$ cat src/rtl/mvol_pkg.sv
package mvol_pkg;

   typedef enum logic [1:0] {
      MF_TOGGLE  = 2'b00,
      MF_HOLD    = 2'b01,
      MF_CHORD   = 2'b10,
      MF_CHORD_B = 2'b11
   } mute_fmt_e;

   localparam int BTN_UP   = 0;
   localparam int BTN_DN   = 1;
   localparam int BTN_MUTE = 2;
   localparam int NUM_BTN  = 3;

endpackage

$ cat src/rtl/mvol_btn_filter.sv
module mvol_btn_filter #(
   parameter int SYNC_STAGES = 2,
   parameter int DEB_CYCLES  = 16
) (
   input  logic clk,
   input  logic rst_n,
   input  logic pin_n,
   output logic pressed
);
   localparam int CW = (DEB_CYCLES > 1) ? $clog2(DEB_CYCLES) : 1;

   logic [SYNC_STAGES-1:0] sync_q;
   logic                   level_n;
   logic                   clean_n;

   always_ff @(posedge clk or negedge rst_n) begin
      if (!rst_n) sync_q <= '1;
      else        sync_q <= {sync_q[SYNC_STAGES-2:0], pin_n};
   end

   assign level_n = sync_q[SYNC_STAGES-1];

   if (DEB_CYCLES <= 1) begin : g_direct
      always_ff @(posedge clk or negedge rst_n) begin
         if (!rst_n) clean_n <= 1'b1;
         else        clean_n <= level_n;
      end
   end else begin : g_count
      logic [CW-1:0] cnt_q;
      always_ff @(posedge clk or negedge rst_n) begin
         if (!rst_n) begin
            clean_n <= 1'b1;
            cnt_q   <= '0;
         end else if (level_n == clean_n) begin
            cnt_q <= '0;
         end else if (cnt_q == CW'(DEB_CYCLES - 1)) begin
            clean_n <= level_n;
            cnt_q   <= '0;
         end else begin
            cnt_q <= cnt_q + 1'b1;
         end
      end
   end

   assign pressed = ~clean_n;
endmodule

$ cat src/rtl/mvol_step_gen.sv
module mvol_step_gen #(
   parameter bit AUTO_REPEAT = 1'b1,
   parameter int RPT_DELAY   = 64,
   parameter int RPT_PERIOD  = 16
) (
   input  logic clk,
   input  logic rst_n,
   input  logic held,
   input  logic hold_off,
   output logic step
);
   localparam int RMAX = (RPT_DELAY > RPT_PERIOD) ? RPT_DELAY : RPT_PERIOD;
   localparam int CW   = $clog2(RMAX + 1);

   logic held_q;
   logic rise;

   assign rise = held & ~held_q;

   if (AUTO_REPEAT) begin : g_repeat
      logic          armed_q;
      logic [CW-1:0] cnt_q;
      always_ff @(posedge clk or negedge rst_n) begin
         if (!rst_n) begin
            held_q  <= 1'b0;
            armed_q <= 1'b0;
            cnt_q   <= '0;
            step    <= 1'b0;
         end else begin
            held_q <= held;
            step   <= 1'b0;
            if (!held || hold_off) begin
               armed_q <= 1'b0;
            end else if (rise) begin
               step    <= 1'b1;
               armed_q <= 1'b1;
               cnt_q   <= CW'(RPT_DELAY - 1);
            end else if (armed_q) begin
               if (cnt_q == '0) begin
                  step  <= 1'b1;
                  cnt_q <= CW'(RPT_PERIOD - 1);
               end else begin
                  cnt_q <= cnt_q - 1'b1;
               end
            end
         end
      end
   end else begin : g_single
      always_ff @(posedge clk or negedge rst_n) begin
         if (!rst_n) begin
            held_q <= 1'b0;
            step   <= 1'b0;
         end else begin
            held_q <= held;
            step   <= rise & ~hold_off;
         end
      end
   end
endmodule

$ cat src/rtl/mvol_core.sv
module mvol_core
   import mvol_pkg::*;
#(
   parameter int VOL_STEPS = 25,
   parameter int VOL_RESET = 18,
   parameter int VW        = $clog2(VOL_STEPS)
) (
   input  logic          clk,
   input  logic          rst_n,
   input  logic          up_step,
   input  logic          dn_step,
   input  logic          mute_held,
   input  logic          chord_held,
   input  mute_fmt_e     fmt,
   output logic [VW-1:0] vol_code,
   output logic          mute_on
);
   localparam logic [VW-1:0] VMAX = VW'(VOL_STEPS - 1);

   logic mute_prev_q, chord_prev_q;
   logic mute_rise, chord_rise, one_step;

   assign mute_rise  = mute_held & ~mute_prev_q;
   assign chord_rise = chord_held & ~chord_prev_q;
   assign one_step   = up_step ^ dn_step;

   always_ff @(posedge clk or negedge rst_n) begin
      if (!rst_n) begin
         vol_code <= VW'(VOL_RESET);
      end else if (up_step && !dn_step && vol_code != VMAX) begin
         vol_code <= vol_code + 1'b1;
      end else if (dn_step && !up_step && vol_code != '0) begin
         vol_code <= vol_code - 1'b1;
      end
   end

   always_ff @(posedge clk or negedge rst_n) begin
      if (!rst_n) begin
         mute_prev_q  <= 1'b0;
         chord_prev_q <= 1'b0;
         mute_on      <= 1'b0;
      end else begin
         mute_prev_q  <= mute_held;
         chord_prev_q <= chord_held;
         unique case (fmt)
            MF_HOLD:   mute_on <= mute_held;
            MF_TOGGLE: begin
               if (one_step)       mute_on <= 1'b0;
               else if (mute_rise) mute_on <= ~mute_on;
            end
            default: begin
               if (one_step)        mute_on <= 1'b0;
               else if (chord_rise) mute_on <= 1'b1;
            end
         endcase
      end
   end
endmodule

$ cat src/rtl/mvol_ctrl.sv
module mvol_ctrl
   import mvol_pkg::*;
#(
   parameter int VOL_STEPS   = 25,
   parameter int VOL_RESET   = 18,
   parameter int SYNC_STAGES = 2,
   parameter int DEB_CYCLES  = 500_000,
   parameter bit AUTO_REPEAT = 1'b1,
   parameter int RPT_DELAY   = 25_000_000,
   parameter int RPT_PERIOD  = 5_000_000,
   parameter int VW          = $clog2(VOL_STEPS)
) (
   input  logic          clk,
   input  logic          rst_n,
   input  logic          vc_en,
   input  logic [1:0]    mute_fmt,
   input  logic          up_n,
   input  logic          down_n,
   input  logic          mute_n,
   output logic [VW-1:0] vol_code,
   output logic          mute_on
);
   if (VOL_STEPS < 2)                         $error("VOL_STEPS must be at least 2");
   if (VOL_RESET < 0 || VOL_RESET >= VOL_STEPS) $error("VOL_RESET out of range");
   if (SYNC_STAGES < 2)                       $error("SYNC_STAGES must be at least 2");
   if (RPT_DELAY < 1 || RPT_PERIOD < 1)       $error("repeat timing must be positive");

   logic [NUM_BTN-1:0] pins_n, pressed, act;
   logic               chord_held, up_step, dn_step;
   mute_fmt_e          fmt;

   assign pins_n = {mute_n, down_n, up_n};
   assign fmt    = mute_fmt_e'(mute_fmt);

   for (genvar b = 0; b < NUM_BTN; b++) begin : g_btn
      mvol_btn_filter #(.SYNC_STAGES(SYNC_STAGES), .DEB_CYCLES(DEB_CYCLES)) u_flt (
         .clk(clk), .rst_n(rst_n), .pin_n(pins_n[b]), .pressed(pressed[b]));
   end

   assign act        = pressed & {NUM_BTN{vc_en}};
   assign chord_held = mute_fmt[1] & act[BTN_UP] & act[BTN_DN];

   mvol_step_gen #(.AUTO_REPEAT(AUTO_REPEAT), .RPT_DELAY(RPT_DELAY), .RPT_PERIOD(RPT_PERIOD)) u_up (
      .clk(clk), .rst_n(rst_n), .held(act[BTN_UP]), .hold_off(chord_held), .step(up_step));

   mvol_step_gen #(.AUTO_REPEAT(AUTO_REPEAT), .RPT_DELAY(RPT_DELAY), .RPT_PERIOD(RPT_PERIOD)) u_dn (
      .clk(clk), .rst_n(rst_n), .held(act[BTN_DN]), .hold_off(chord_held), .step(dn_step));

   mvol_core #(.VOL_STEPS(VOL_STEPS), .VOL_RESET(VOL_RESET), .VW(VW)) u_core (
      .clk(clk), .rst_n(rst_n), .up_step(up_step), .dn_step(dn_step),
      .mute_held(act[BTN_MUTE]), .chord_held(chord_held), .fmt(fmt),
      .vol_code(vol_code), .mute_on(mute_on));
endmodule

$ cat config.mk
export PLATFORM = sky130hd
export DESIGN_NAME = mvol_ctrl
export DESIGN_NICKNAME = d
export VERILOG_FILES = /design/src/rtl/mvol_pkg.sv /design/src/rtl/mvol_btn_filter.sv /design/src/rtl/mvol_step_gen.sv /design/src/rtl/mvol_core.sv /design/src/rtl/mvol_ctrl.sv
export SDC_FILE = /design/constraint.sdc
export NUM_CORES = 1
export LEC_CHECK = 0
export BUFFER_PORTS_ARGS = -buffer_cell sky130_fd_sc_hd__buf_2
export CORE_MARGIN = 2
export CORE_UTILIZATION = 63
export DETAILED_ROUTE_END_ITERATION = 16
export HOLD_SLACK_MARGIN = 0.1
export PLACE_DENSITY = 0.87
export SLEW_MARGIN = 20
export SYNTH_ARGS = -nofsm -noshare
export SYNTH_HDL_FRONTEND = slang
export SYNTH_SLANG_ARGS = --single-unit
$ cat constraint.sdc
create_clock -name clk -period 3.5 [get_ports clk]
set_clock_uncertainty 0.1 [all_clocks]
set_input_delay 0 -clock clk [delete_from_list [all_inputs] [get_ports clk]]
set_output_delay 0 -clock clk [all_outputs]
set_load 0.01 [all_outputs]
# Word-level counts from Yosys, hierarchy flattened
# Cells that the tools add are included.
[totals] regBits=130 mem_bits_rw=0 word_cells=115 latch_bits=0 output_inout_bits=6 n_memories=0 mem_bits_ro=0
[classes] n_div=0 eq_ne=9 shift=0 multipliers=0 bitwise_logic=21 reduce_logical=26 n_mux=31 n_addsub=7 magnitude_cmp=0
[ops] op="25-bit 2-to-1 mux" n=6
[ops] op="19-bit 2-to-1 mux" n=6
[ops] op="19-bit by 1-bit adder with 19-bit output (second input constant)" n=3
[ops] op="19-bit equality test (second input constant)" n=3
[ops] op="25-bit zero test" n=2
[ops] op="25-bit by 1-bit subtractor with 25-bit output (second input constant)" n=2
[ops] op="1-bit 2-to-1 mux" n=16
[ops] op="1-bit inverter" n=13
[ops] op="2-bit AND reduction" n=6
[ops] op="5-bit 2-to-1 mux" n=2
[ops] op="2-bit nonzero test" n=5
[ops] op="1-bit bitwise AND" n=6
[ops] op="5-bit by 1-bit adder with 5-bit output (second input constant)" n=1
[ops] op="5-bit != test (second input constant)" n=1
[ops] op="5-bit nonzero test" n=1
[ops] op="5-bit by 1-bit subtractor with 5-bit output (second input constant)" n=1
[ops] op="1-bit logical AND" n=4
[ops] op="1-bit zero test" n=4
[ops] op="4-bit nonzero test" n=1
[ops] op="3-bit bitwise AND" n=1
[ops] op="1-bit equality test" n=3
[ops] op="3-bit by 1-bit != test with 1-bit output (second input constant)" n=1
[ops] op="2-bit by 1-bit equality test with 1-bit output (second input constant)" n=1
[ops] op="2-bit zero test" n=1
[ops] op="3 further kinds" n=4

# Longest topological paths before layout
[depth] ltp_word=8 ltp_mapped=10 depth_no_buf=9

# Cells and area by module
# Synthesis repeated with hierarchy kept, for this count alone.
[hier_totals] hier_cells=703 hier_area_um2=6907.9
[by_module_without_submodules] mod="mvol_btn_filter" instances=3 cells_each=106 seq_area_each_um2=554.3 area_each_um2=1087.3
[by_module_without_submodules] mod="mvol_step_gen" instances=2 cells_each=168 seq_area_each_um2=700.7 area_each_um2=1537.7
[by_module_without_submodules] mod="mvol_core" instances=1 cells_each=45 seq_area_each_um2=202.7 area_each_um2=539.3
[by_module_without_submodules] mod="mvol_ctrl" instances=1 cells_each=4 seq_area_each_um2=0.0 area_each_um2=31.3

# Worst setup path after synthesis
# OpenSTA, ideal clock, no wires.
[synth_timing] path_type="reg2reg" start="register u_core.vol_code[0]" end="register u_core.vol_code[4]" t_arrival_ns=2.366 path_slack_ns=0.958 synth_period_minus_slack_ns=2.542 stages_incl_launch_ff=9 path_cell_list="dfrtp_1 or3_1 o21ai_0 ha_1 a21o_1 a21oi_1 xnor2_1 nand2_1 xnor2_1"
[synth_via] elab_chain_cells=3 word_cells_on_any_way=9
[synth_lines] item="start: declaration" line_no="mvol_core.sv:15" rtl="output logic [VW-1:0] vol_code,"
[synth_lines] item="start signal: assignment" line_no="mvol_core.sv:29" rtl="vol_code <= VW'(VOL_RESET);"
[synth_lines] item="start signal: assignment" line_no="mvol_core.sv:31" rtl="vol_code <= vol_code + 1'b1;"
[synth_lines] item="start signal: assignment" line_no="mvol_core.sv:33" rtl="vol_code <= vol_code - 1'b1;"
[synth_lines] item="5-bit by 1-bit subtractor with 5-bit output, or another cell as far along" line_no="mvol_core.sv:33"
[synth_lines] item="5-bit 2-to-1 mux, or another cell as far along" line_no="mvol_core.sv:32" rtl="end else if (dn_step && !up_step && vol_code != '0) begin"
[synth_lines] item="5-bit 2-to-1 mux or 2-bit nonzero test (tied branches)"
# Several ways; a longest one is shown, not always the timed one. The select of a mux whose other input is x is not followed.
# A chain may end at the register's enable or synchronous reset.

# Final worst setup path
[layout_timing] start="register u_up.g_repeat.cnt_q[0]" end="register u_up.g_repeat.cnt_q[17]"
[layout_via] elab_chain_cells=4 word_cells_on_any_way=5
[layout_lines] item="start: declaration" line_no="mvol_step_gen.sv:22" rtl="logic [CW-1:0] cnt_q;"
[layout_lines] item="start signal: assignment" line_no="mvol_step_gen.sv:37" rtl="cnt_q <= CW'(RPT_DELAY - 1);"
[layout_lines] item="start signal: assignment" line_no="mvol_step_gen.sv:41" rtl="cnt_q <= CW'(RPT_PERIOD - 1);"
[layout_lines] item="start signal: assignment" line_no="mvol_step_gen.sv:43" rtl="cnt_q <= cnt_q - 1'b1;"
[layout_lines] item="25-bit by 1-bit subtractor with 25-bit output or 25-bit zero test (tied branches)" line_no="mvol_step_gen.sv:43, mvol_step_gen.sv:39"
[layout_lines] item="25-bit 2-to-1 mux (*)" line_no="mvol_step_gen.sv:39" rtl="if (cnt_q == '0) begin"
[layout_lines] item="25-bit 2-to-1 mux (*)" line_no="mvol_step_gen.sv:38" rtl="end else if (armed_q) begin"
[layout_lines] item="25-bit 2-to-1 mux (*)" line_no="mvol_step_gen.sv:34" rtl="end else if (rise) begin"
# Every way passes the cells marked *; elsewhere a longest branch is shown, timed or not. The select of a mux whose other input is x is not followed.

==> qor.csv <==
metric,value,unit
rr_worst_depth,7,
synth_common_cells,"dfrtp_1, nor2_1, nand2_1",
ioPinCount,14,
p_leak,3.00,nW
fmax,0.360,GHz
cts_tree,yes,
synth_warnings,0,
p_int,2.99,mW
area_growth,13.9,%
design.die.area,11300,sq um
critPathArrivalTime,3.09,ns
crit_path_end_kind,flip-flop,
finalMaxSlewViolations,0,
period_share,0.794,
hpwl,9290,microns
grt_max_degree,85,
place_inst,817,
crit_type,flip-flop to flip-flop,
placedInstanceArea,6780,sq um
grt_pass1_wl,26100,microns
finalInstanceArea,7500,sq um
synth.cell_area,6590,sq um
drt-vias-per-instance,6.36,
final_util,0.733,
drc_errors,0,
ys_seq_area_frac,0.496,
p_sw,1.12,mW
num_vias,5480,
synth_top_area_frac,0.452,
status,finished clean,
min_path_cells,0,
crit_required,3.81,ns
initial_core_util,0.644,
layout.nets,731,
cellPowerDensity,548,nW/um^2
synthArstFlopShare,1.00,
std_cell_rows,37,
finalWorstSetupSlack,0.721,ns
place_ws,0.739,ns
core_area,10200,sq um
min_path_type,flip-flop to flip-flop,
yosysTopAreaCell,dfrtp_1,
track_usage,0.292,
final_cells,861,
irDropWorstVdd,0.436,mV
clock_latency,0.53,ns
h-tree-depth,4,
clk_pin_slew,0.06,ns
maxSlewHeadroom,0.413,
first_pass_iters,5,
antenna_found_initial,0,
syn_avg_cell_area,9.67,sq um
synth_most_common_cell,dfrtp_1,
fin_tns_setup,0,ns
root_buffer,clkbuf_8,
synthTopCellsByArea,"dfrtp_1, nor2_1, xor2_1",
overflow,0,
sequentialPowerShare,0.445,
min_period,2.78,ns
n_antenna_cell,0,
routed_wl,15100,microns
clockBufferDepth,2,
syn-num-nets,700,
power_frac_comb,0.118,
die_h,106,microns
cp_max_fo,11,
grt_pass1_vias,5522,
max-cap-violations,0,
syn_inst,681,
detail_route.wl_per_cell,17.5,microns
synth_edf_count,0,
numCtsBuffers,17,
drtIter0Drc,380,
place_congestion,0.900,
ant_nets,0,
worstMarginPinSlew,0.872,ns
port_buffers,13,
pwr-share-clk,0.437,
synth.distinct_cells,61,
setup_viol,0,
post_cts_resized,0,
drive_above_1_share,0.117,
finalHoldViolCount,0,
rsz0062_at_grt,false,
ys_ff_latch,130,
fp.dieW,106,microns
swShare,0.273,
cts.sinks,130,
yosys_most_used_dff,dfrtp_1,
cp-start-kind,flip-flop,
-- metrics by stage --
stage	total power, mW	hold WS, ns
2_1_floorplan	2.13	-0.396
3_3_place_gp	2.26	0.00739
3_5_place_dp	2.31	0.00786
4_1_cts	4.11	0.138
5_1_grt	4.28	0.263
6_report	4.11	0.257
-- critical path, cell delays in order (launching register included) --
cell and delay (ns):
dfrtp_1 0.42, inv_1 0.08, ha_1 0.20, or3b_2 0.51, or4_4 0.51, o21ai_2 0.46
o21ai_0 0.17, a21o_1 0.20
-- final cells by class --
type | count | area [sq um]
Tap cell | 136 | 170
Clock inverter | 12 | 156
Fill cell | 674 | 2730
Timing Repair Buffer | 30 | 241
Inverter | 23 | 86.3
Multi-Input combinational cell | 510 | 3140
Sequential cell | 130 | 3270
Clock buffer | 20 | 445
-- worst paths after layout --
| kind | start | end | slack [ns] |
|---|---|---|---|
| max in group asynchronous | rst_n | g_btn[0].u_flt.sync_q[1] | 1.98 |
| max | u_up.g_repeat.cnt_q[0] | u_up.g_repeat.cnt_q[17] | 0.72 |
| max reg2reg | u_up.g_repeat.cnt_q[0] | u_up.g_repeat.cnt_q[17] | 0.72 |
| min | g_btn[0].u_flt.sync_q[0] | g_btn[0].u_flt.sync_q[1] | 0.26 |
| min in group asynchronous | rst_n | u_dn.g_repeat.cnt_q[22] | 0.54 |
| min reg2reg | g_btn[0].u_flt.sync_q[0] | g_btn[0].u_flt.sync_q[1] | 0.26 |
-- sequential cells by signal, indices dropped and copies added (netlist names), 3 cells and up --
name                       cells
g_btn.u_flt.clean_n            3
g_btn.u_flt.sync_q             6
u_core.vol_code                5
g_btn.u_flt.g_count.cnt_q     57
u_up.g_repeat.cnt_q           25
u_dn.g_repeat.cnt_q           25
-- per-layer routing --
| layer | vias to the layer above | GRT usage | share of wire |
|---|---|---|---|
| li1 | 2522 | - | - |
| met1 | 2694 | 0.364 | 0.41 |
| met2 | 210 | 0.480 | 0.50 |
| met3 | 54 | 0.0595 | 0.049 |
| met4 | 0 | 0.154 | 0.036 |
| met5 | - | 0 | 0 |
-- repair_timing --
action,4_1_cts,5_1_grt
hold buffers,11,1
setup buffers,0,0
hold endpoints to repair,102,75
-- cells in the final DEF, fill, tap and decap left out, drive strengths merged, types with 20 or more instances in the layout --
cell type	Yosys	routed
nand3	27	27
xor2	36	36
dfrtp	119	119
xnor2	24	24
a21oi	27	27
nor2	89	89
o21ai	59	59
nand2	48	48
inv	23	24
nor4	20	20
nor3	28	28
clkbuf	11	20
-- power by group through the flow --
stage / Combinational [mW] / Sequential (mW) / Clock, mW
finish: 0.487 / 1.83 / 1.80
global placement: 0.434 / 1.83 / 0
detailed placement: 0.462 / 1.85 / 0
floorplan: 0.309 / 1.82 / 0
CTS: 0.483 / 1.83 / 1.80
global route: 0.553 / 1.86 / 1.87
-- logic make-up after synthesis --
group / count (synthesis) / synth area share
fa+ha+maj: 11 / 0.0220
compound gates: 135 / 0.128
xor+xnor: 60 / 0.0798
mux: 5 / 0.00855
buf+inv: 41 / 0.0277
flops: 130 / 0.496
simple gates: 299 / 0.238
(Power assumes the default switching activity.)
